`src/rtl/adc_corr_pkg.sv`:
```
// Shared types and helpers for the pipelined-converter decision combiner.
// Assumes every stage reports its decision on a two-bit field.
package adc_corr_pkg;

    localparam int DEC_W = 2;

    typedef logic [DEC_W-1:0] dec_t;

    // Maps the unused three-level code 3 onto the top decision 2.
    function automatic dec_t legalize(dec_t d);
        return (d == 2'd3) ? 2'd2 : d;
    endfunction

endpackage

```
`src/rtl/stage_skew.sv`:
```
// Delay line of DEPTH registers for one stage decision. A DEPTH of zero
// is a plain wire. Assumes synchronous active-low reset clears every tap.
module stage_skew #(
    parameter int W     = 2,
    parameter int DEPTH = 1
) (
    input  logic         clk,
    input  logic         rst_n,
    input  logic [W-1:0] d_i,
    output logic [W-1:0] q_o
);

    generate
        if (DEPTH == 0) begin : g_wire
            assign q_o = d_i;
        end else begin : g_regs
            logic [W-1:0] taps [DEPTH];

            // Shift the decision one tap further each clock.
            always_ff @(posedge clk) begin
                if (!rst_n) begin
                    for (int i = 0; i < DEPTH; i++) taps[i] <= '0;
                end else begin
                    taps[0] <= d_i;
                    for (int i = 1; i < DEPTH; i++) taps[i] <= taps[i-1];
                end
            end

            assign q_o = taps[DEPTH-1];
        end
    endgenerate

endmodule

```
`src/rtl/overlap_adder.sv`:
```
// Adds the aligned stage decisions with weights that halve from stage to
// stage and saturates the sum to the output width. Stages before the last
// give three-level decisions, which are legalized here. The last stage's
// code is added at unit weight. Purely combinational.
module overlap_adder
    import adc_corr_pkg::*;
#(
    parameter int NUM_STAGES = 9,
    parameter int OUT_W      = NUM_STAGES + 1
) (
    input  logic [DEC_W*NUM_STAGES-1:0] aligned_i,
    output logic [OUT_W-1:0]            code_o
);

    localparam int SUM_W    = OUT_W + 1;
    localparam int MAX_CODE = (1 << OUT_W) - 1;

    logic [SUM_W-1:0] acc;

    // Weighted sum: stage k (0-based) has weight 2^(NUM_STAGES-1-k).
    always_comb begin
        acc = '0;
        for (int k = 0; k < NUM_STAGES - 1; k++) begin
            acc = acc + ({{(SUM_W-DEC_W){1'b0}}, legalize(aligned_i[DEC_W*k +: DEC_W])}
                         << (NUM_STAGES - 1 - k));
        end
        acc = acc + {{(SUM_W-DEC_W){1'b0}}, aligned_i[DEC_W*(NUM_STAGES-1) +: DEC_W]};
    end

    // Clamp anything beyond the top code.
    always_comb begin
        if (acc > SUM_W'(MAX_CODE)) code_o = '1;
        else                        code_o = acc[OUT_W-1:0];
    end

endmodule

```
`src/rtl/fill_tracker.sv`:
```
// Counts edges after reset and raises a sticky flag on edge FILL, the
// point where the alignment pipeline holds only post-reset decisions.
module fill_tracker #(
    parameter int FILL = 5
) (
    input  logic clk,
    input  logic rst_n,
    output logic valid_o
);

    localparam int CNT_W = $clog2(FILL + 1);

    logic [CNT_W-1:0] cnt;

    // Count to FILL, then hold, and set the flag on the FILL-th edge.
    always_ff @(posedge clk) begin
        if (!rst_n) begin
            cnt     <= '0;
            valid_o <= 1'b0;
        end else begin
            if (cnt != CNT_W'(FILL)) cnt <= cnt + 1'b1;
            if (cnt == CNT_W'(FILL - 1)) valid_o <= 1'b1;
        end
    end

endmodule

```
`src/rtl/pipe_adc_correct.sv`:
```
// Digital correction for one channel of a redundant pipelined converter.
// Assumes stage decisions arrive two per rising edge, with stages 2g+1 and
// 2g+2 arriving g cycles after stages 1 and 2. Each stage is delayed so all
// decisions of a sample meet, then summed with overlapping weights, and the
// code is registered.
module pipe_adc_correct
    import adc_corr_pkg::*;
#(
    parameter int NUM_STAGES = 9,
    parameter int OUT_W      = NUM_STAGES + 1
) (
    input  logic                        clk,
    input  logic                        rst_n,
    input  logic [DEC_W*NUM_STAGES-1:0] dec_i,
    output logic [OUT_W-1:0]            code_o,
    output logic                        valid_o
);

    localparam int LAST_GRP = (NUM_STAGES - 1) / 2;

    logic [DEC_W*NUM_STAGES-1:0] aligned;
    logic [OUT_W-1:0]            code_c;

    generate
        for (genvar k = 0; k < NUM_STAGES; k++) begin : g_skew
            stage_skew #(
                .W     (DEC_W),
                .DEPTH (LAST_GRP - k / 2)
            ) u_skew (
                .clk   (clk),
                .rst_n (rst_n),
                .d_i   (dec_i[DEC_W*k +: DEC_W]),
                .q_o   (aligned[DEC_W*k +: DEC_W])
            );
        end
    endgenerate

    overlap_adder #(
        .NUM_STAGES (NUM_STAGES),
        .OUT_W      (OUT_W)
    ) u_add (
        .aligned_i (aligned),
        .code_o    (code_c)
    );

    // Register the corrected code.
    always_ff @(posedge clk) begin
        if (!rst_n) code_o <= '0;
        else        code_o <= code_c;
    end

    fill_tracker #(
        .FILL (LAST_GRP + 1)
    ) u_fill (
        .clk     (clk),
        .rst_n   (rst_n),
        .valid_o (valid_o)
    );

endmodule

```
`config.mk`:
```
export PLATFORM = sky130hd
export DESIGN_NAME = pipe_adc_correct
export DESIGN_NICKNAME = d
export VERILOG_FILES = /design/src/rtl/adc_corr_pkg.sv /design/src/rtl/stage_skew.sv /design/src/rtl/overlap_adder.sv /design/src/rtl/fill_tracker.sv /design/src/rtl/pipe_adc_correct.sv
export SDC_FILE = /design/constraint.sdc
export NUM_CORES = 1
export LEC_CHECK = 0
export BUFFER_PORTS_ARGS = -buffer_cell sky130_fd_sc_hd__clkbuf_2
export CAP_MARGIN = 20
export CELL_PAD_IN_SITES_DETAIL_PLACEMENT = 0
export CELL_PAD_IN_SITES_GLOBAL_PLACEMENT = 1
export CORE_AREA = 2 2 75 77
export DETAILED_ROUTE_END_ITERATION = 8
export DIE_AREA = 0 0 77 79
export GPL_ROUTABILITY_DRIVEN = 0
export PLACE_DENSITY = 0.76
export SYNTH_ARGS = -nofsm -noshare
export SYNTH_HDL_FRONTEND = slang
export SYNTH_HIERARCHICAL = 1
export SYNTH_SLANG_ARGS = --single-unit
```
`constraint.sdc`:
```
create_clock -name clk -period 2.4 [get_ports clk]
set_input_delay 0.12 -clock clk [delete_from_list [all_inputs] [get_ports clk]]
set_output_delay 0.12 -clock clk [all_outputs]
set_load 0.02 [all_outputs]
```
### After elaboration in Yosys (flattened, before gate mapping)

Memory sizes are Yosys's and may differ from the RTL's.
Cells that the tools add are included.

| storage, ports and cells | value |
|---|---|
| bits in registers | 14 |
| RAM bits | 40 |
| output and inout bits | 11 |
| word-level logic and storage cells | 84 |
| memories kept | 8 |

Memories:

| name | words | bits a word | rd ports | clocked after Yosys merged registers in | write ports | RTL line | source |
|---|---|---|---|---|---|---|---|
| g_skew[0].u_skew.g_regs.taps | 4 | 2 | 4 | 0 | 4 | stage_skew.sv:17 | `logic [W-1:0] taps [DEPTH];` |
| g_skew[1].u_skew.g_regs.taps | 4 | 2 | 4 | 0 | 4 | stage_skew.sv:17 |  |
| g_skew[2].u_skew.g_regs.taps | 3 | 2 | 3 | 0 | 3 | stage_skew.sv:17 |  |
| g_skew[3].u_skew.g_regs.taps | 3 | 2 | 3 | 0 | 3 | stage_skew.sv:17 |  |
| g_skew[4].u_skew.g_regs.taps | 2 | 2 | 2 | 0 | 2 | stage_skew.sv:17 |  |
| g_skew[5].u_skew.g_regs.taps | 2 | 2 | 2 | 0 | 2 | stage_skew.sv:17 |  |
| +2 memories | -- | -- | -- | -- | -- | -- |  |

| operators by class | value |
|---|---|
| $add $sub $neg | 9 |
| magnitude comparators | 1 |
| eq/ne operators | 10 |
| multiplexer cells | 33 |
| bitwise gates (word level) | 18 |
| reductions and logical operators | 2 |

Operator list:

| operator | count |
|---|---|
| $mux 2 | 28 |
| $or 1x1->1 | 18 |
| $eq 2x2->1 const B | 8 |
| $add 10x9->11 | 1 |
| $add 11x2->11 | 1 |
| $add 11x3->11 | 1 |
| $add 11x4->11 | 1 |
| $add 11x5->11 | 1 |
| $add 11x6->11 | 1 |
| $add 11x7->11 | 1 |
| $add 11x8->11 | 1 |
| $gt 11x10->1 const B | 1 |
| $mux 10 | 1 |
| $mux 1 | 4 |
| $reduce_or 2->1 | 2 |
| $add 3x1->3 const B | 1 |
| $eq 3x3->1 const B | 1 |
| $ne 3x3->1 const B | 1 |

### Depth between registers and ports, before layout

| depth | value |
|---|---|
| depth in word-level cells | 12 |
| mapped depth | 10 |
| mapped depth without buffers | 10 |

### Cells and area by module

The synthesis kept the hierarchy.

Modules (own cells, without submodules):

| module | instances | cells each | area an instance (um^2) | seq. area each (um^2) |
|---|---|---|---|---|
| overlap_adder | 1 | 69 | 490.5 | 0.0 |
| stage_skew at g_skew[0].u_skew ... | 2 | 16 | 210.2 | 160.2 |
| stage_skew at g_skew[2].u_skew ... | 2 | 14 | 172.7 | 120.1 |
| pipe_adc_correct | 1 | 20 | 262.8 | 200.2 |
| stage_skew at g_skew[4].u_skew ... | 2 | 10 | 120.1 | 80.1 |
| fill_tracker | 1 | 21 | 191.4 | 80.1 |
| stage_skew at g_skew[6].u_skew ... | 2 | 4 | 52.6 | 40.0 |
| stage_skew at g_skew[8].u_skew | 1 | 2 | 15.0 | 0.0 |

### Worst setup path before layout

No wires, ideal clock.

| timing path | value |
|---|---|
| path type | register -> register |
| from | memory g_skew[5].u_skew.g_regs.taps[1][0], in the netlist g_skew[5].u_skew/g_regs.taps[0][2] |
| to | register code_o[7] |
| data arrival time | 1.729 ns |
| data required time | 2.285 ns |
| path slack | 0.557 ns |
| cell stages (with the launch flop) | 10 |
| buffers on the path | 1 |
| clock period less this slack | 1.843 ns |
| cell sequence | dfxtp_1 > buf_4 > nor2b_1 > ha_1 > nor2b_4 > o31a_1 > o21a_1 > nor3_1 > o21ai_2 > and2_1 |

RTL lines:

| item | RTL line | source |
|---|---|---|
| start, declared | stage_skew.sv:17 |  |
| end signal, assigned | pipe_adc_correct.sv:49 | `else code_o <= code_c;` |
| end, declared | pipe_adc_correct.sv:15 | `output logic [OUT_W-1:0] code_o,` |

### Final worst setup path

| timing path | value |
|---|---|
| from | memory g_skew[7].u_skew.g_regs.taps[0][1] |
| to | register code_o[7] |

| on the way | value |
|---|---|
| word-level cells in the longest chain between the ends | 7 |

Ends and longest elaborated chain:

| item | RTL line | source |
|---|---|---|
| start, declared | stage_skew.sv:17 |  |
| $mem_v2 1x2 (*) | -- |  |
| $eq 2x2->1 | adc_corr_pkg.sv:11 | `return (d == 2'd3) ? 2'd2 : d;` |
| $mux 2 (*) | adc_corr_pkg.sv:11 |  |
| $add 11x3->11 (*) | overlap_adder.sv:24 | `acc = acc + ({{(SUM_W-DEC_W){1'b0}}, legalize(aligned_i[DEC_W*k +: DEC_W])}` |
| $add 11x2->11 (*) | overlap_adder.sv:27 | `acc = acc + {{(SUM_W-DEC_W){1'b0}}, aligned_i[DEC_W*(NUM_STAGES-1) +: DEC_W]};` |
| $gt 11x10->1 | overlap_adder.sv:32 | `if (acc > SUM_W'(MAX_CODE)) code_o = '1;` |
| $mux 10 (*) | overlap_adder.sv:32 |  |
| net code_c[7] | pipe_adc_correct.sv:22 | `logic [OUT_W-1:0] code_c;` |

The timed path passes the listed nets; every way through them passes the cells marked *.
A chain may end at the register's enable or synchronous reset.

==> impl_metrics.ini <==
[run_status]
status = finished, final reports clean

[die]
start_util_pct = 38.8
die_height_um = 79
core_area_mm2 = 0.00534
die_x_um = 77
rows = 27
ios = 31
die_area_mm2 = 0.00608

[critical_path]
endpoint_kind = flip-flop
reg2reg_depth = 10
r2r_slack_ps = 400
path_max_fanout = 3
cp-start-kind = flip-flop
critPathKind = reg2reg
arrival_ps = 2210
reg2reg_from = g_skew[7].u_skew/g_regs.taps[0][1]
r2r_end = code_o[7]
required_ps = 2600

[sta]
finalHoldViolCount = 0
final.setup.tns_ps = 0
setup_violations = 0
maxSlewViolCount = 0
tightestPinTransition_ps = 721
rsz0062_at_grt = false
fin_skew_ps = 8.04
fin_crit_ps = 2000
slew_headroom_pct = 51.9
max_freq_mhz = 499
fin_crit_sh_pct = 83.4

[clock_network]
clock-sinks = 54
path_clk_slew_ps = 90
htree_levels = 2
cts-buffers-inserted = 5
clock_latency_ps = 300
cts_tree = done
cts_buffer_depth = 2
root_buffer = clkbuf_8

[yosys]
yosysWarnings = 6
synth_top_cell_area_share_pct = 52.2
syn_avg_cell_area_um2 = 10.4
synth_cell_types = 28
synth_cells = 200
seq_area_frac_synth_pct = 52.2
yosys_register_bits = 54
synth_edf_count = 0
async_reset_ff_share_pct = 0
synthTopCellsByArea = dfxtp_1 (52%), and2_1 (15%), ha_1 (6.6%)
post-synth-top-area-cell = dfxtp_1
synth_area_mm2 = 0.00207
syn-num-nets = 232
ys.flop_type = dfxtp_1

[grt]
grt_pass1_vias = 1109
grt_max_degree = 56
grt_usage_pct = 9.53
grt_overflow = 0
antenna_found_initial = 0
grt_first_pass_wirelength_um = 4600

[route]
vias = 1225
drc = 0
detail_route.iter0.violations = 70
wire_per_inst_um = 8.59
routed_via_density = 4.10
ant_nets = 0
drtPass1Iterations = 4
finalWirelength_um = 2570

[power_and_ir_drop]
p_leak_nw = 1.09
irDropWorstVdd_mv = 0.391
powerDensity_mw_per_mm2 = 669
total_power_mw = 1.58

[placement]
port_buffers = 30
dp_hpwl_um = 1730

[worst_hold_path]
min_path_cells = 2
min_to = g_skew[2].u_skew/g_regs.taps[0][1]
hp-class = in2reg
hold_path.startpoint = dec_i[5]

[cells_and_area]
drive_gt1_share_pct = 19.4
fillers = 536
synthToLayoutAreaGrowth_pct = 14.1
diodes = 0
seq_area_mm2 = 0.00108
final_nets = 258
multi_input_area_um2 = 866

[job]
max_cap_violations = 0
synth_stat cells, types with 3 or more instances:
library cell  count
nand2b_1          3
nor2b_1          10
inv_1             6
ha_1             11
clkbuf_1          7
buf_4            10
dfxtp_1          54
mux2i_1           3
nand2_1           8
o21a_1            5
nor3_1            3
and2_1           50
a21oi_1           8
o21ai_0           4
how the worst max path moves through the flow:
stage | startpoint | endpoint | slack, ps | cells after the start
2_1_floorplan | g_skew[5].u_skew/g_regs.taps[0][2] | code_o[7] | 560 | 9
3_3_place_gp | g_skew[6].u_skew/g_regs.taps[0][1] | code_o[5] | 410 | 9
3_5_place_dp | g_skew[6].u_skew/g_regs.taps[0][1] | code_o[5] | 390 | 9
4_1_cts | g_skew[6].u_skew/g_regs.taps[0][1] | code_o[5] | 380 | 9
5_1_grt | g_skew[6].u_skew/g_regs.taps[0][1] | code_o[8] | 210 | 9
6_report | g_skew[7].u_skew/g_regs.taps[0][1] | code_o[7] | 400 | 10
per-layer routing:
| layer | up-vias | GRT usage (%) | wire length (um) |
|---|---|---|---|
| met1 | 507 | 10.8 | 1210 |
| met5 | - | 0 | 0 |
| met2 | 28 | 15.5 | 1130 |
| met4 | 0 | 4.82 | 55 |
| li1 | 684 | - | - |
| met3 | 6 | 3.98 | 172 |
worst max-delay path, stage by stage (launching register included):
cell     delay, ps
dfxtp_1        330
nor2b_1        120
ha_1           170
inv_1           50
fa_1           420
nor2b_4        150
o31a_1         170
o21a_1         150
o21a_1         140
o21ai_2         60
and2_1         150
cells in the final DEF, fill, tap and decap left out, types with 3 or more instances in the layout:
| cell | Yosys | final |
|---|---|---|
| clkbuf_2 | 0 | 30 |
| nor3_1 | 3 | 3 |
| nand2_1 | 8 | 8 |
| and2_1 | 50 | 50 |
| nand2b_1 | 3 | 3 |
| a21oi_1 | 8 | 8 |
| dlygate4sd3_1 | 0 | 6 |
| mux2i_1 | 3 | 3 |
| o21ai_0 | 4 | 4 |
| ha_1 | 11 | 11 |
| nor2b_1 | 10 | 10 |
| o21a_1 | 5 | 5 |
| dfxtp_1 | 54 | 54 |
| clkbuf_8 | 0 | 5 |
| inv_1 | 6 | 6 |
flip-flops by register name (all words and copies together), names as in the netlist:
register and count:
code_o 10, g_skew.u_skew/g_regs.taps 40, u_fill/cnt 3, u_fill/valid_o 1
report_power, final:
group | total (mW) | internal (mW) | switching (mW)
Combinational | 0.130 | 0.0678 | 0.0620
Sequential | 0.950 | 0.937 | 0.0136
Clock | 0.500 | 0.211 | 0.289
Total | 1.58 | 1.22 | 0.365
cells by family after synthesis:
logic type                 share of synthesized area (%)
DFF                                                 52.2
and+or+nand+nor                                     23.1
muxes                                               1.45
AOI/OAI and AO/OA                                   8.76
xor gates and xnor gates                           0.846
adders and majority gates                           7.61
buffers and inverters                               5.98
metrics by stage:
step           area (um2)  worst slack, ps  instances  hold slack, ps  utilization [%]
3_3_place_gp         2210              409        285             321             41.4
3_5_place_dp         2210              388        285             321             41.4
6_report             2360              398        299            12.4             44.3
2_1_floorplan        2070              557        200             237                -
5_1_grt              2360              212        299            4.30             44.3
4_1_cts              2360              381        299           0.564             44.3
layout make-up:
| type | count | area share, % |
|---|---|---|
| Clock buffer | 5 | 2.91 |
| Multi-Input combinational cell | 123 | 36.6 |
| Timing Repair Buffer | 36 | 8.89 |
| Clock inverter | 3 | 1.06 |
| Inverter | 6 | 0.953 |
| Tap cell | 72 | 3.81 |
| Sequential cell | 54 | 45.7 |
what timing repair did:
action / in CTS / in global routing
hold buffers: 6 / 0
resized for setup: 0 / 0
hold endpoints to repair: 6 / 0
setup buffers: 0 / 0
No activity file was read; power rests on OpenSTA's default activity.
